$ cat config.mk
export PLATFORM = sky130hd
export DESIGN_NAME = gpio_dual_ctrl
export DESIGN_NICKNAME = d
export VERILOG_FILES = /design/src/rtl/gpio_dual_pkg.sv /design/src/rtl/gpio_dual_chan.sv /design/src/rtl/gpio_dual_irq.sv /design/src/rtl/gpio_dual_ctrl.sv
export SDC_FILE = /design/constraint.sdc
export NUM_CORES = 1
export LEC_CHECK = 0
export BUFFER_PORTS_ARGS = -buffer_cell sky130_fd_sc_hd__buf_2
export CAP_MARGIN = 20
export CORE_MARGIN = 1.5
export CORE_UTILIZATION = 50
export CTS_CLUSTER_SIZE = 16
export DETAILED_ROUTE_END_ITERATION = 10
export HOLD_SLACK_MARGIN = 0.1
export PLACE_DENSITY = 0.78
export RECOVER_POWER = 25
export SKIP_CTS_REPAIR_TIMING = 1
export SLEW_MARGIN = 10
export SYNTH_ARGS = -nofsm -noshare
export SYNTH_HDL_FRONTEND = slang
export SYNTH_SLANG_ARGS = --single-unit
$ cat constraint.sdc
create_clock -name clk -period 3.06 [get_ports clk]
set_input_delay 0.306 -clock clk [delete_from_list [all_inputs] [get_ports clk]]
set_output_delay 0.306 -clock clk [all_outputs]
set_load 0.02 [all_outputs]
$ cat src/rtl/gpio_dual_pkg.sv
package gpio_dual_pkg;
  localparam int unsigned OFF_VAL_A = 32'h000;
  localparam int unsigned OFF_DIR_A = 32'h004;
  localparam int unsigned OFF_VAL_B = 32'h008;
  localparam int unsigned OFF_DIR_B = 32'h00C;
  localparam int unsigned OFF_GIE   = 32'h11C;
  localparam int unsigned OFF_STS   = 32'h120;
  localparam int unsigned OFF_IEN   = 32'h128;

  // per-bit read view: synchronised input where dir=1, stored value where dir=0
  function automatic logic [31:0] pin_view(input logic [31:0] sync_in,
                                           input logic [31:0] stored,
                                           input logic [31:0] dir);
    return (sync_in & dir) | (stored & ~dir);
  endfunction

  function automatic logic irq_level(input logic gie, input logic [1:0] sts,
                                     input logic [1:0] ien);
    return gie & (|(sts & ien));
  endfunction

  function automatic logic is_mapped(input int unsigned off, input bit dual);
    case (off)
      OFF_VAL_A, OFF_DIR_A, OFF_GIE, OFF_STS, OFF_IEN: return 1'b1;
      OFF_VAL_B, OFF_DIR_B: return dual;
      default: return 1'b0;
    endcase
  endfunction
endpackage

$ cat src/rtl/gpio_dual_chan.sv
module gpio_dual_chan #(
  parameter int CH_W = 32
) (
  input  logic            clk,
  input  logic            rst_n,
  input  logic            wr_val,
  input  logic            wr_dir,
  input  logic [CH_W-1:0] wdata,
  input  logic [CH_W-1:0] pin_in,
  output logic [CH_W-1:0] pin_out,
  output logic [CH_W-1:0] pin_oe,
  output logic [CH_W-1:0] rd_view,
  output logic            chg_evt
);
  import gpio_dual_pkg::*;

  logic [CH_W-1:0] val_q, dir_q, meta_q, sync_q, last_q;

  always_ff @(posedge clk or negedge rst_n) begin
    if (!rst_n) begin
      val_q  <= '0;
      dir_q  <= '1;
      meta_q <= '0;
      sync_q <= '0;
      last_q <= '0;
    end else begin
      if (wr_val) val_q <= wdata;
      if (wr_dir) dir_q <= wdata;
      meta_q <= pin_in;
      sync_q <= meta_q;
      last_q <= sync_q;
    end
  end

  assign pin_out = val_q;
  assign pin_oe  = ~dir_q;
  assign rd_view = CH_W'(pin_view(32'(sync_q), 32'(val_q), 32'(dir_q)));
  assign chg_evt = |((sync_q ^ last_q) & dir_q);
endmodule

$ cat src/rtl/gpio_dual_irq.sv
module gpio_dual_irq #(
  parameter int NCH = 2
) (
  input  logic           clk,
  input  logic           rst_n,
  input  logic [NCH-1:0] chg_vec,
  input  logic           wr_gie,
  input  logic           wr_sts,
  input  logic           wr_ien,
  input  logic [31:0]    wdata,
  output logic           gie_q,
  output logic [NCH-1:0] sts_q,
  output logic [NCH-1:0] ien_q,
  output logic           irq
);
  import gpio_dual_pkg::*;

  logic [NCH-1:0] clr_mask;
  assign clr_mask = wr_sts ? wdata[NCH-1:0] : '0;

  always_ff @(posedge clk or negedge rst_n) begin
    if (!rst_n) begin
      gie_q <= 1'b0;
      sts_q <= '0;
      ien_q <= '0;
    end else begin
      if (wr_gie) gie_q <= wdata[31];
      if (wr_ien) ien_q <= wdata[NCH-1:0];
      sts_q <= (sts_q & ~clr_mask) | chg_vec;
    end
  end

  assign irq = irq_level(gie_q, 2'(sts_q), 2'(ien_q));
endmodule

$ cat src/rtl/gpio_dual_ctrl.sv
module gpio_dual_ctrl #(
  parameter int CH_W   = 32,
  parameter bit DUAL   = 1'b1,
  parameter int ADDR_W = 9
) (
  input  logic              clk,
  input  logic              rst_n,
  input  logic              req_valid,
  output logic              req_ready,
  input  logic              req_write,
  input  logic [ADDR_W-1:0] req_addr,
  input  logic [31:0]       req_wdata,
  output logic              rsp_valid,
  output logic [31:0]       rsp_rdata,
  input  logic [CH_W-1:0]   pin_in_a,
  output logic [CH_W-1:0]   pin_out_a,
  output logic [CH_W-1:0]   pin_oe_a,
  input  logic [CH_W-1:0]   pin_in_b,
  output logic [CH_W-1:0]   pin_out_b,
  output logic [CH_W-1:0]   pin_oe_b,
  output logic              irq
);
  import gpio_dual_pkg::*;

  localparam int NCH = DUAL ? 2 : 1;

  int unsigned    off;
  logic           wr_en;
  logic           rd_en;
  logic [CH_W-1:0] view_a, view_b;
  logic [NCH-1:0] chg_vec;
  logic           gie_q;
  logic [NCH-1:0] sts_q, ien_q;
  logic [31:0]    rd_mux;

  assign off       = int'(req_addr);
  assign wr_en     = req_valid & req_write;
  assign rd_en     = req_valid & ~req_write;
  assign req_ready = 1'b1;

  gpio_dual_chan #(.CH_W(CH_W)) u_chan_a (
    .clk(clk), .rst_n(rst_n),
    .wr_val(wr_en && off == OFF_VAL_A), .wr_dir(wr_en && off == OFF_DIR_A),
    .wdata(req_wdata[CH_W-1:0]), .pin_in(pin_in_a),
    .pin_out(pin_out_a), .pin_oe(pin_oe_a), .rd_view(view_a), .chg_evt(chg_vec[0])
  );

  generate
    if (DUAL) begin : g_chan_b
      gpio_dual_chan #(.CH_W(CH_W)) u_chan_b (
        .clk(clk), .rst_n(rst_n),
        .wr_val(wr_en && off == OFF_VAL_B), .wr_dir(wr_en && off == OFF_DIR_B),
        .wdata(req_wdata[CH_W-1:0]), .pin_in(pin_in_b),
        .pin_out(pin_out_b), .pin_oe(pin_oe_b), .rd_view(view_b),
        .chg_evt(chg_vec[NCH-1])
      );
    end else begin : g_no_b
      assign pin_out_b = '0;
      assign pin_oe_b  = '0;
      assign view_b    = '0;
    end
  endgenerate

  gpio_dual_irq #(.NCH(NCH)) u_irq (
    .clk(clk), .rst_n(rst_n), .chg_vec(chg_vec),
    .wr_gie(wr_en && off == OFF_GIE), .wr_sts(wr_en && off == OFF_STS),
    .wr_ien(wr_en && off == OFF_IEN), .wdata(req_wdata),
    .gie_q(gie_q), .sts_q(sts_q), .ien_q(ien_q), .irq(irq)
  );

  always_comb begin
    rd_mux = '0;
    case (off)
      OFF_VAL_A: rd_mux = 32'(view_a);
      OFF_DIR_A: rd_mux = 32'(~pin_oe_a);
      OFF_VAL_B: rd_mux = DUAL ? 32'(view_b) : '0;
      OFF_DIR_B: rd_mux = DUAL ? 32'(~pin_oe_b) : '0;
      OFF_GIE:   rd_mux = {gie_q, 31'b0};
      OFF_STS:   rd_mux = 32'(sts_q);
      OFF_IEN:   rd_mux = 32'(ien_q);
      default:   rd_mux = '0;
    endcase
  end

  always_ff @(posedge clk or negedge rst_n) begin
    if (!rst_n) begin
      rsp_valid <= 1'b0;
      rsp_rdata <= '0;
    end else begin
      rsp_valid <= req_valid;
      rsp_rdata <= rd_en ? rd_mux : '0;
    end
  end
endmodule

==> impl_metrics.toml <==
[run_status]
outcome = "finished clean"

[global_route]
grt-ovfl-total = 0
grt_pass1_wl_mm = 54.66
grtUsageTotal_pct = 26.05
antenna_found_initial = 2
grt_max_degree = 103
grt_pass1_vias = 9395

[final_layout]
final_common_cell = "dfrtp_1"
fill_cells = 1865
multiInputGateArea_um2 = 3820
final_cell_mix = "dfrtp_1 (294), buf_2 (255), mux2_1 (121)"
area_growth_pct = 29.37
seq_area_um2 = 9039
finish.utilization_pct = 65.90
nets = 1481
final_area_um2 = 17170
drive_gt1_share_pct = 29.19

[pwr]
power.density_nw_per_um2 = 582.6
total_power_mw = 10.00
leakage_nw = 7.890
max-vdd-ir-drop_uv = 456.6

[place]
io_buffers = 270
gp_congestion = 0.8677
hpwl_mm = 24.19
dpl_cell_area_um2 = 15040

[routing]
drtIter0Drc = 826
drtPass1Iterations = 8
wirelength_mm = 37.39
route.detailed.drc = 0
wl_per_cell_um = 21.51
ant_nets = 0
vias = 9391
vias_per_cell = 5.403

[synthesis]
syn_nets = 1102
synth_area_um2 = 13270
netlist_instances = 993
yosysWarnings = 0
syn_avg_cell_area_um2 = 13.37
ys.flop_type = "dfrtp_1"
synth_cell_types = 43
ys_seq_area_share_pct = 68.10
synth_seq_cells = 358
synth_edf_count = 0
synthArstFlopShare_pct = 100.0

[timing]
timing.hold.ws_ns = 0.1050
setup_viol = 0
grt_setup_unrepaired = "false"
period_needed_ns = 2.274
worst_pin_slew_ns = 0.9662
timing_hold_violations_final = 0
max_freq_mhz = 439.8
finalSetupTns_ns = 0
fin_skew_ns = 0.01518
slew_viol_final = 0
period_share_pct = 74.31
slew_headroom_pct = 35.58

[die]
die_x_um = 165.9
ioPinCount = 272
chipHeight_um = 165.9
start_util_pct = 50.93
dieArea_um2 = 27530
coreArea_um2 = 26060
num_rows = 59

[clock_tree]
cts_root_buf = "clkbuf_16"
cts_buffer_depth = 3
cts_buffers = 37
htree_levels = 2
cts_tree = "built"
clock_latency_ns = 0.52
clk_pin_slew_ns = 0.06
clock_sinks = 358

[critical_path]
path_class = "input port to flip-flop"
critPathMaxFanout = 18
critPathCaptureType = "flip-flop"
critPathArrivalTime_ns = 2.71
cp.required_ns = 3.49
cp-start-kind = "input port"

[min_path]
hp-class = "input port to flip-flop"

[run]
max-cap-violations = 0
[cell type report]
cell class | count | share of cell area, %
Clock buffer | 62 | 6.653
Inverter | 65 | 1.421
Multi-Input combinational cell | 531 | 22.25
Tap cell | 335 | 2.441
Clock inverter | 6 | 0.3425
Sequential cell | 358 | 52.64
Timing Repair Buffer | 379 | 14.23
Antenna cell | 2 | 0.02915
[through the flow]
| step | cells | setup WS (ns) |
|---|---|---|
| floorplan | 993 | 1.295 |
| global placement | 1575 | 0.5719 |
| detailed placement | 1575 | 0.5262 |
| CTS | 1643 | 0.9250 |
| global route | 1737 | 0.7046 |
| finish | 1738 | 0.7862 |
[path summary, 6_finish.rpt]
path / from / to / slack (ns) / cells past startpoint
worst min register to register: u_chan_a.meta_q[22]$_DFF_PN0_ / u_chan_a.sync_q[22]$_DFF_PN0_ / 0.35 / 0
min in group asynchronous: rst_n / g_chan_b.u_chan_b.pin_out[13]$_DFFE_PN0P_ / 0.25 / 2
max in group asynchronous: rst_n / u_chan_a.pin_out[8]$_DFFE_PN0P_ / 1.83 / 3
worst max register to register: g_chan_b.u_chan_b.sync_q[27]$_DFF_PN0_ / u_irq.sts_q[1]$_DFF_PN0_ / 0.94 / 5
worst max-delay path: req_valid / g_chan_b.u_chan_b.dir_q[8]$_DFFE_PN1P_ / 0.79 / 7
worst min-delay path: req_write / rsp_rdata[31]$_DFF_PN0_ / 0.11 / 3
[sequential cells by signal, indices dropped and copies added, names as in the netlist]
register	flops
u_chan_a.pin_out	32
g_chan_b.u_chan_b.meta_q	32
u_irq.gie_q	1
g_chan_b.u_chan_b.sync_q	32
rsp_valid	1
u_chan_a.sync_q	32
rsp_rdata	32
u_irq.sts_q	2
u_chan_a.last_q	32
g_chan_b.u_chan_b.pin_out	32
u_chan_a.meta_q	32
g_chan_b.u_chan_b.last_q	32
u_chan_a.dir_q	32
u_irq.ien_q	2
g_chan_b.u_chan_b.dir_q	32
[kinds of logic (layout without fill, tap and decap cells)]
kind of cell | after synthesis | in the layout | synth area share [%]
xor gates and xnor gates | 64 | 64 | 4.223
muxes | 132 | 132 | 11.47
AOI/OAI and AO/OA | 198 | 198 | 8.051
buffers and inverters | 104 | 512 | 3.224
and+or+nand+nor | 136 | 136 | 4.902
DFF | 358 | 358 | 68.10
other | 1 | 3 | 0.02825
[synth_stat cells (2+ instances only)]
master,instances,area [um2]
buf_2,9,45.04
and2_1,2,12.51
a32oi_1,2,17.52
buf_1,4,15.01
mux2_4,10,150.1
o22ai_1,33,206.5
a21oi_1,62,310.3
nand2b_1,2,12.51
dfrtp_1,294,7357
and3_1,2,12.51
dfstp_2,64,1682
nor3_1,6,30.03
o21ai_0,69,345.3
nand2_1,39,146.4
clkbuf_1,22,82.58
xnor2_1,64,560.5
buf_6,3,33.78
a2111oi_0,2,17.52
nand3_1,34,170.2
nor2_1,32,120.1
nor4_1,3,18.77
or3_1,3,18.77
o21ai_1,24,120.1
or4_1,6,45.04
inv_1,64,240.2
mux2_1,121,1363
[worst max-delay path, cell delays in order]
cell,delay (ns)
dlygate4sd3_1,0.53
clkbuf_1,0.14
and2_1,0.27
nand2_2,0.12
or3_2,0.72
buf_12,0.27
mux2_1,0.33
[layer usage]
layer / up-vias / GRT usage [%] / share of wire [%]
met4: 0 / 10.65 / 3.6
met2: 414 / 39.89 / 48
met3: 96 / 5.958 / 7.0
li1: 4158 / - / -
met1: 4723 / 36.19 / 42
met5: - / 0 / 0
[where the power goes]
group / leakage, nW / switching [mW] / internal [mW] / total, mW
clock: 0.590 / 1.79 / 2.63 / 4.41
sequential: 4.31 / 0.102 / 4.90 / 5.01
combinational: 2.99 / 0.333 / 0.250 / 0.583
(Power assumes the default switching activity.)
